### src/rtl/codec_cfg_pkg.sv
package codec_cfg_pkg;

  localparam int unsigned CHIP_ID_W  = 2;
  localparam int unsigned CHIP_ID    = 2;
  localparam int unsigned WR_FLAG_W  = 1;

  typedef enum logic [2:0] {
    ST_IDLE,
    ST_PRE,
    ST_SEL,
    ST_CLO,
    ST_DAT,
    ST_CHI,
    ST_POST,
    ST_DONE
  } seq_state_e;

endpackage

### src/rtl/codec_cfg_frame.sv
module codec_cfg_frame
  import codec_cfg_pkg::*;
#(
  parameter int unsigned ADDR_W  = 5,
  parameter int unsigned DATA_W  = 8,
  localparam int unsigned FRAME_W = CHIP_ID_W + WR_FLAG_W + ADDR_W + DATA_W
) (
  input  logic [ADDR_W-1:0]  addr_i,
  input  logic [DATA_W-1:0]  data_i,
  output logic [FRAME_W-1:0] frame_o
);

  localparam logic [CHIP_ID_W-1:0] ID_BITS = CHIP_ID_W'(CHIP_ID);

  // chip id | write flag | register | payload
  assign frame_o = {ID_BITS, 1'b1, addr_i, data_i};

endmodule

### src/rtl/codec_cfg_timer.sv
module codec_cfg_timer #(
  parameter int unsigned SETTLE_CYC = 5000,
  localparam int unsigned CNT_W = (SETTLE_CYC > 1) ? $clog2(SETTLE_CYC) : 1
) (
  input  logic clk_i,
  input  logic rst_ni,
  input  logic run_i,
  output logic tick_o
);

  localparam logic [CNT_W-1:0] LIM = CNT_W'(SETTLE_CYC - 1);

  logic [CNT_W-1:0] cnt_q;

  assign tick_o = run_i && (cnt_q == LIM);

  always_ff @(posedge clk_i or negedge rst_ni) begin
    if (!rst_ni)          cnt_q <= '0;
    else if (!run_i)      cnt_q <= '0;
    else if (tick_o)      cnt_q <= '0;
    else                  cnt_q <= cnt_q + 1'b1;
  end


  cnt_in_range_chk: assert property (@(posedge clk_i) disable iff (!rst_ni)
    cnt_q <= LIM);


  start_from_zero_chk: assert property (@(posedge clk_i) disable iff (!rst_ni)
    $rose(run_i) |-> cnt_q == '0);

endmodule

### src/rtl/codec_cfg_seq.sv
module codec_cfg_seq
  import codec_cfg_pkg::*;
#(
  parameter int unsigned FRAME_W    = 16,
  parameter int unsigned IDX_W      = 2,
  parameter int unsigned NUM_CODECS = 2,
  localparam int unsigned BIT_W = $clog2(FRAME_W)
) (
  input  logic               clk_i,
  input  logic               rst_ni,
  input  logic               req_i,
  input  logic [IDX_W-1:0]   idx_i,
  input  logic [FRAME_W-1:0] frame_i,
  input  logic               tick_i,
  output logic               run_o,
  output logic               ready_o,
  output logic               done_o,
  output logic               err_o,
  output logic               sel_act_o,
  output logic [IDX_W-1:0]   sel_idx_o,
  output logic               sclk_o,
  output logic               sdata_o
);

  localparam logic [BIT_W-1:0] LAST_BIT = BIT_W'(FRAME_W - 1);

  seq_state_e         state_q;
  logic [FRAME_W-1:0] shreg_q;
  logic [BIT_W-1:0]   bit_q;
  logic [IDX_W-1:0]   idx_q;
  logic               sel_q, sclk_q, sdata_q, err_q;
  logic               accept, idx_ok;

  assign idx_ok  = idx_i < IDX_W'(NUM_CODECS);
  assign ready_o = state_q == ST_IDLE;
  assign accept  = req_i && ready_o;
  assign run_o   = (state_q != ST_IDLE) && (state_q != ST_DONE);
  assign done_o  = state_q == ST_DONE;
  assign err_o   = err_q;

  always_ff @(posedge clk_i or negedge rst_ni) begin
    if (!rst_ni) begin
      state_q <= ST_IDLE;
      shreg_q <= '0;
      bit_q   <= '0;
      idx_q   <= '0;
      sel_q   <= 1'b0;
      sclk_q  <= 1'b1;
      sdata_q <= 1'b1;
      err_q   <= 1'b0;
    end else begin
      err_q <= 1'b0;
      unique case (state_q)
        ST_IDLE: begin
          if (accept) begin
            if (idx_ok) begin
              state_q <= ST_PRE;
              shreg_q <= frame_i;
              idx_q   <= idx_i;
              bit_q   <= '0;
            end else begin
              err_q <= 1'b1;
            end
          end
        end
        ST_PRE: if (tick_i) begin
          state_q <= ST_SEL;
          sel_q   <= 1'b1;
        end
        ST_SEL: if (tick_i) begin
          state_q <= ST_CLO;
          sclk_q  <= 1'b0;
        end
        ST_CLO: if (tick_i) begin
          state_q <= ST_DAT;
          sdata_q <= shreg_q[FRAME_W-1];
        end
        ST_DAT: if (tick_i) begin
          state_q <= ST_CHI;
          sclk_q  <= 1'b1;
        end
        ST_CHI: if (tick_i) begin
          if (bit_q == LAST_BIT) begin
            state_q <= ST_POST;
            sel_q   <= 1'b0;
            sdata_q <= 1'b1;
          end else begin
            state_q <= ST_CLO;
            sclk_q  <= 1'b0;
            shreg_q <= {shreg_q[FRAME_W-2:0], 1'b0};
            bit_q   <= bit_q + 1'b1;
          end
        end
        ST_POST: if (tick_i) state_q <= ST_DONE;
        ST_DONE: state_q <= ST_IDLE;
        default: state_q <= ST_IDLE;
      endcase
    end
  end

  assign sel_act_o = sel_q;
  assign sel_idx_o = idx_q;
  assign sclk_o    = sclk_q;
  assign sdata_o   = sdata_q;


  data_moves_clk_low_chk: assert property (@(posedge clk_i) disable iff (!rst_ni)
    (sel_q && $changed(sdata_q)) |-> !sclk_q);


  done_single_chk: assert property (@(posedge clk_i) disable iff (!rst_ni)
    done_o |=> !done_o);


  done_lines_high_chk: assert property (@(posedge clk_i) disable iff (!rst_ni)
    done_o |-> (sclk_q && sdata_q && !sel_q));


  err_after_idle_chk: assert property (@(posedge clk_i) disable iff (!rst_ni)
    err_q |-> (ready_o && !sel_q));


  busy_no_ready_chk: assert property (@(posedge clk_i) disable iff (!rst_ni)
    (!ready_o && !done_o) |=> !ready_o);


  clk_needs_select_chk: assert property (@(posedge clk_i) disable iff (!rst_ni)
    !sclk_q |-> sel_q);

endmodule

### src/rtl/codec_cfg_csdec.sv
module codec_cfg_csdec #(
  parameter int unsigned IDX_W      = 2,
  parameter int unsigned NUM_CODECS = 2
) (
  input  logic                  act_i,
  input  logic [IDX_W-1:0]      idx_i,
  output logic [NUM_CODECS-1:0] cs_no
);

  for (genvar k = 0; k < NUM_CODECS; k++) begin : g_cs
    assign cs_no[k] = !(act_i && (idx_i == IDX_W'(k)));
  end

endmodule

### src/rtl/codec_cfg_writer.sv
module codec_cfg_writer
  import codec_cfg_pkg::*;
#(
  parameter int unsigned SETTLE_CYC = 5000,
  parameter int unsigned IDX_W      = 2,
  parameter int unsigned NUM_CODECS = 2,
  parameter int unsigned ADDR_W     = 5,
  parameter int unsigned DATA_W     = 8
) (
  input  logic                  clk_i,
  input  logic                  rst_ni,
  input  logic                  req_i,
  input  logic [IDX_W-1:0]      codec_i,
  input  logic [ADDR_W-1:0]     addr_i,
  input  logic [DATA_W-1:0]     data_i,
  output logic                  ready_o,
  output logic                  done_o,
  output logic                  err_o,
  output logic                  sclk_o,
  output logic                  sdata_o,
  output logic [NUM_CODECS-1:0] cs_no
);

  localparam int unsigned FRAME_W = CHIP_ID_W + WR_FLAG_W + ADDR_W + DATA_W;

  logic [FRAME_W-1:0] frame;
  logic               tick, run, sel_act;
  logic [IDX_W-1:0]   sel_idx;

  codec_cfg_frame #(.ADDR_W(ADDR_W), .DATA_W(DATA_W)) u_frame (
    .addr_i (addr_i),
    .data_i (data_i),
    .frame_o(frame)
  );

  codec_cfg_timer #(.SETTLE_CYC(SETTLE_CYC)) u_timer (
    .clk_i (clk_i),
    .rst_ni(rst_ni),
    .run_i (run),
    .tick_o(tick)
  );

  codec_cfg_seq #(
    .FRAME_W   (FRAME_W),
    .IDX_W     (IDX_W),
    .NUM_CODECS(NUM_CODECS)
  ) u_seq (
    .clk_i    (clk_i),
    .rst_ni   (rst_ni),
    .req_i    (req_i),
    .idx_i    (codec_i),
    .frame_i  (frame),
    .tick_i   (tick),
    .run_o    (run),
    .ready_o  (ready_o),
    .done_o   (done_o),
    .err_o    (err_o),
    .sel_act_o(sel_act),
    .sel_idx_o(sel_idx),
    .sclk_o   (sclk_o),
    .sdata_o  (sdata_o)
  );

  codec_cfg_csdec #(.IDX_W(IDX_W), .NUM_CODECS(NUM_CODECS)) u_csdec (
    .act_i(sel_act),
    .idx_i(sel_idx),
    .cs_no(cs_no)
  );


  one_select_chk: assert property (@(posedge clk_i) disable iff (!rst_ni)
    $onehot0(~cs_no));


  idle_rest_chk: assert property (@(posedge clk_i) disable iff (!rst_ni)
    ready_o |-> (sclk_o && sdata_o && (&cs_no)));

endmodule

### config.mk
export PLATFORM = sky130hd
export DESIGN_NAME = codec_cfg_writer
export DESIGN_NICKNAME = d
export VERILOG_FILES = /design/src/rtl/codec_cfg_pkg.sv /design/src/rtl/codec_cfg_frame.sv /design/src/rtl/codec_cfg_timer.sv /design/src/rtl/codec_cfg_seq.sv /design/src/rtl/codec_cfg_csdec.sv /design/src/rtl/codec_cfg_writer.sv
export SDC_FILE = /design/constraint.sdc
export NUM_CORES = 1
export LEC_CHECK = 0
export CORE_MARGIN = 4
export CORE_UTILIZATION = 40
export CTS_CLUSTER_SIZE = 20
export DETAILED_ROUTE_END_ITERATION = 8
export PLACE_DENSITY = 0.66
export SYNTH_ARGS = -nofsm -noshare
export SYNTH_HDL_FRONTEND = slang
export SYNTH_HIERARCHICAL = 1
export SYNTH_SLANG_ARGS = --single-unit
### constraint.sdc
create_clock -name clk_i -period 3.3 [get_ports clk_i]
set_input_delay 0.66 -clock clk_i [delete_from_list [all_inputs] [get_ports clk_i]]
set_output_delay 0.66 -clock clk_i [all_outputs]
set_load 0.005 [all_outputs]
# Word-level counts from Yosys, hierarchy flattened
# Cells that the tools add are included.
# totals
regBits	42
latch_bits	0
mem_bits_rw	0
romBits	0
in_bits	18
out_inout_bits	7
wordCells	90
n_memories	0
# op_classes
add_sub_neg	2
n_mul	0
div_mod_pow	0
n_lt_le_gt_ge	1
n_eq_ne	21
shifts	0
n_mux	37
bitwise_logic	0
n_reduce_logical	20
# ops
cell	n
$mux W16	4
$pmux W16 S2	1
$mux W3	9
$mux W13	2
$pmux W3 S8	1
$ne A2 B2 Y1 const B	9
$mux W4	4
$add A13 B1 Y13 const B	1
$eq A13 B13 Y1 const B	1
$eq A3 B3 Y1 const B	4
$mux W1	12
$reduce_and A5 Y1	2
$pmux W4 S2	1
$reduce_and A4 Y1	2
$reduce_and A8 Y1	1
$eq A3 B2 Y1 const B	2
$reduce_bool A2 Y1	3
$reduce_bool A3 Y1	2
$logic_and A1 B1 Y1	5
$add A4 B1 Y4 const B	1
$eq A4 B4 Y1 const B	1
$pmux W1 S2	2
$eq A3 B1 Y1 const B	1
$logic_not A3 Y1	1
other kinds (8)	9

# Depth between registers and ports, before layout
# logic_depth
word_depth	5
ltp_mapped	12
ltp_nobuf	10

# By module
# Netlist, hierarchy kept.
# by_module_without_submodules
mod	n_inst	cells_each	area_each_um2
codec_cfg_seq	1	159	1478.9
codec_cfg_timer	1	62	648.1
codec_cfg_frame	1	18	127.6
codec_cfg_csdec	1	2	16.3

# Least setup slack after synthesis
# OpenSTA, ideal clock, no wires.
# synth_path
path_type	register -> register
start	reg u_seq.state_q[0]
end	reg u_seq.bit_q[3]
setup_ps	82
arrival_time_ps	2310
t_required_ps	3218
slack_ps	908
stages_incl_launch_ff	12
path_cell_list	dfrtp_1 > inv_1 > ha_1 > nor2b_1 > nor2_1 > nor4b_1 > nand4b_1 > inv_1 > clkbuf_1 > nand3_1 > o21ba_2 > a31oi_1
# synth_via
elab_cells_between_ends	14
cone_classes	6 x eq/ne; 1 x mux; 7 x reduce/logical
# synth_rtl
element	line_no	text
from (decl)	codec_cfg_seq.sv:27	seq_state_e state_q;
from (signal assigned)	codec_cfg_seq.sv:43	state_q <= ST_IDLE;
from (signal assigned)	codec_cfg_seq.sv:57	state_q <= ST_PRE;
from (signal assigned)	codec_cfg_seq.sv:67	state_q <= ST_SEL;
$logic_not A3 Y1 *	codec_cfg_seq.sv:35	assign ready_o = state_q == ST_IDLE;
net ready_o	codec_cfg_writer.sv:16	output logic ready_o,
$logic_and A1 B1 Y1	codec_cfg_seq.sv:36	assign accept = req_i && ready_o;
$ne A2 B2 Y1 (no source line)	--	
$reduce_and A5 Y1 (no source line)	--	
to (signal assigned)	codec_cfg_seq.sv:91	bit_q <= bit_q + 1'b1;
to (decl)	codec_cfg_seq.sv:29	logic [BIT_W-1:0] bit_q;
# The timed path passes the listed nets; every way through them passes the cells marked *.
# A chain may end at the register's enable or synchronous reset.

# Worst setup path in the final report
# layout_path
start	reg u_seq.state_q[0]
end	reg u_seq.state_q[1]
# layout_via
elab_chain_len	5
elab_cells_between_ends	23
cone_classes	16 x eq/ne; 1 x mux; 6 x reduce/logical
# layout_rtl
element	line_no	text
$ne A3 B3 Y1 or $reduce_bool A3 Y1 (tied branches)	codec_cfg_seq.sv:37	assign run_o = (state_q != ST_IDLE) && (state_q != ST_DONE);
$logic_and A1 B1 Y1 *	codec_cfg_seq.sv:37	
net run	codec_cfg_writer.sv:27	logic tick, run, sel_act;
$logic_and A1 B1 Y1 *	codec_cfg_timer.sv:15	assign tick_o = run_i && (cnt_q == LIM);
net tick	codec_cfg_writer.sv:27	
$ne A2 B2 Y1 (no source line)	--	
$reduce_and A8 Y1 (no source line) *	--	
# Marks and branches as above.

==> flow_metrics.tcl <==
set metrics [dict create \
    outcome "finished clean" \
    reg2reg_slack_ns 0.43 \
    gpl.final_weighted_congestion 0.850 \
    fp-row-count 27 \
    pins_over_their_slew_limit 0 \
    final_layout_size_suffix_gt1_share_pct 8.00 \
    synth_top_cells_by_count "dfrtp_1 (40), nand2_1 (38), nor2_1 (29)" \
    fillCellCount 553 \
    synth.cell_area_sq_mm 0.00227 \
    endpoint_kind "flop" \
    placement.cell_area_sq_mm 0.00242 \
    holdBufCountCts 0 \
    timing.critical_path.from_type "flop" \
    n_diodes 0 \
    static-leakage-power_uw 0.00108 \
    synth_edf_count 0 \
    postSynthCellCount 241 \
    highest-signal-layer "met4" \
    maxClockFrequency_ghz 0.348 \
    yosysSeqAreaShare_pct 46.4 \
    initial_core_util_pct 41.2 \
    final.min_clock_period_ns 2.87 \
    synthesis.area_per_instance_sq_um 9.42 \
    power_uw 1750 \
    grt_usage_pct 11.7 \
    via_count 1598 \
    die_h_microns 83.3 \
    grt_start_max_net_pins 43 \
    drv_cap 0 \
    dp.final_hpwl_microns 2680 \
    clock_path_buffers 2 \
    coreArea_sq_mm 0.00551 \
    worst_hold_path_type "reg2reg" \
    antenna_violations_before_repair 0 \
    path_class "reg2reg" \
    area.growth.synth_to_final_pct 10.4 \
    cts_root_buf "clkbuf_8" \
    synth_async_sr_flop_share_pct 100 \
    antenna_left 0 \
    rsz0062_at_grt "false" \
    grt-ovfl-total 0 \
    clk_latency_ns 0.29 \
    boundaryPins 25 \
    synth-seq-cells 42 \
    setup_viol 0 \
    cts.sink_count 42 \
    worst_r2r_startpoint "u_seq/state_q[0]$_DFFE_PN0P_" \
    worst-endpoint-required_ns 3.48 \
    clk_pin_slew_worst_paths_ns 0.08 \
    dieArea_sq_mm 0.00695 \
    fin_worst_skew_ns 0.00549 \
    htree_num_levels 2 \
    grt_pass1_vias 1558 \
    post-cts-setup-buffers 0 \
    vdd_ir_drop_max_v 0.000247 \
    yosys.cell_types.count 44 \
    detailroute.wirelength.met3_microns 180 \
    post-route-drc-count 0 \
    met1Wirelength_microns 1860 \
    tns_ns 0 \
    synth_top_cell_area_share_pct 44.1 \
    tritoncts.num_buffers 5 \
    port_buffers 24 \
    yosysWarningCount 6 \
    grt_first_pass_wirelength_microns 6750 \
    max-slew-margin-rel_pct 39.5 \
    timing.final.hold_violations 0 \
    worst-path-max-fanout 13 \
    finalCritPeriodShare_pct 87.1 \
    yosys.area.top_type "dfrtp_1" \
    clock_tree_from_tritoncts "built" \
    fin_util_pct 45.5 \
    fin_nets 273 \
    r2r.worst_path.cells 10 \
    timing.hold.worst_path_depth 1 \
    worst-slew-pin-transition_ns 0.908 \
    post_cts_resize_count 0 \
    first_pass_iters 4 \
    met2RoutedLength_microns 1810 \
    post-route-cell-area_sq_mm 0.00251 \
    worstPathArrival_ns 3.05 \
    timing.rr.end "u_seq/state_q[1]$_DFFE_PN0P_" \
    detailedRoute.firstIterationViolations 73 \
    ys.flop_type "dfrtp_1" \
    wl_per_cell_microns 12.1 \
    yosys.cell_count.top_type "dfrtp_1" \
    post_synth_main_area_contributors "dfrtp_1 (44%), nand2_1 (6.3%), buf_4 (5.3%)" \
    route.detailed.vias_per_inst 4.96 \
    die_w_microns 83.3 \
    power_density_mw_per_mm2 697 \
    hold_path_startpoint "u_timer/cnt_q[0]$_DFF_PN0_" \
    hold-path-endpoint "u_timer/cnt_q[0]$_DFF_PN0_" \
    detail_route.wirelength_microns 3890 \
]
power breakdown:
part	switching [uW]	internal (uW)
Clock	171	147
Sequential	141	698
Combinational	299	292
Total	611	1140
area by class of cell:
cell class	instances	area (sq um)	share of cell area, %
Clock buffer	6	72.6	2.89
Clock inverter	2	10.0	0.399
Inverter	7	26.3	1.05
Multi-Input combinational cell	167	1000	40.1
Sequential cell	42	1050	42.0
Tap cell	72	90.1	3.59
Timing Repair Buffer	26	250	9.98
worst max path at each step:
stage                                  from                      endpoint  slack, ns
2_1_floorplan  u_seq/state_q[0]$_DFFE_PN0P_    u_seq/bit_q[3]$_DFFE_PN0P_       0.91
3_3_place_gp   u_seq/state_q[0]$_DFFE_PN0P_  u_seq/state_q[0]$_DFFE_PN0P_       0.56
3_5_place_dp   u_seq/state_q[0]$_DFFE_PN0P_  u_seq/state_q[0]$_DFFE_PN0P_       0.42
4_1_cts        u_seq/state_q[0]$_DFFE_PN0P_  u_seq/state_q[0]$_DFFE_PN0P_       0.40
5_1_grt        u_seq/state_q[0]$_DFFE_PN0P_  u_seq/state_q[1]$_DFFE_PN0P_       0.16
6_report       u_seq/state_q[0]$_DFFE_PN0P_  u_seq/state_q[1]$_DFFE_PN0P_       0.43
flip-flops by register name, summed over array words and instances (netlist names):
name	cells
u_seq/shreg_q	16
u_timer/cnt_q	13
u_seq/bit_q	4
u_seq/state_q	3
u_seq/sel_idx_o	2
u_seq/err_o	1
u_seq/sclk_o	1
u_seq/sdata_o	1
u_seq/sel_act_o	1
metrics by stage:
step                instances  hold slack [ns]  setup slack (ns)
finish                    322            0.473             0.427
global route              322            0.522             0.164
CTS                       322            0.468             0.405
detailed placement        314            0.456             0.423
global placement          314            0.455             0.561
floorplan                 242            0.364             0.908
cells in the final DEF, fill, tap and decap left out, types with 2 or more instances in the layout:
| master | n |
|---|---|
| nor4b_1 | 2 |
| o21ai_1 | 2 |
| conb_1 | 3 |
| dfrtp_1 | 40 |
| nor3_1 | 4 |
| a22o_1 | 2 |
| ha_1 | 6 |
| inv_1 | 7 |
| clkdlybuf4s50_1 | 23 |
| o221ai_1 | 2 |
| nand4_1 | 2 |
| nand3_1 | 8 |
| o21ai_0 | 3 |
| a21oi_1 | 6 |
| clkinv_2 | 2 |
| clkbuf_8 | 5 |
| mux2_2 | 3 |
| nand2_1 | 38 |
| mux2i_1 | 2 |
| and3_1 | 3 |
| xor2_1 | 3 |
| and2_1 | 5 |
| nor2b_1 | 2 |
| dfstp_2 | 2 |
| buf_4 | 2 |
| xnor2_1 | 8 |
| a31oi_1 | 18 |
| nor2_1 | 29 |
logic make-up after synthesis:
group | Yosys count | synth area share (%)
AOI/OAI and AO/OA | 40 | 11.5
xor gates and xnor gates | 11 | 4.24
adders and majority gates | 6 | 3.31
buffers and inverters | 33 | 9.53
DFF | 42 | 46.4
muxes | 5 | 2.37
other | 2 | 0.331
and+or+nand+nor | 102 | 22.4
layer usage:
| metal | GRT usage [%] | vias up |
|---|---|---|
| li1 | - | 819 |
| met4 | 4.46 | 0 |
| met5 | 0 | - |
| met2 | 19.2 | 31 |
| met3 | 2.88 | 5 |
| met1 | 14.8 | 743 |
worst max-delay path, stage by stage, from the launching register on:
cell and delay [ns]:
dfrtp_1 0.39, inv_1 0.08, ha_1 0.28, nor2b_1 0.19
nor2_1 0.25, nor4b_1 0.26, nand4b_1 0.19, inv_1 0.34
a21oi_1 0.12, a21oi_1 0.30, mux2_2 0.37
Note: power is estimated with default switching activity, not from simulation.
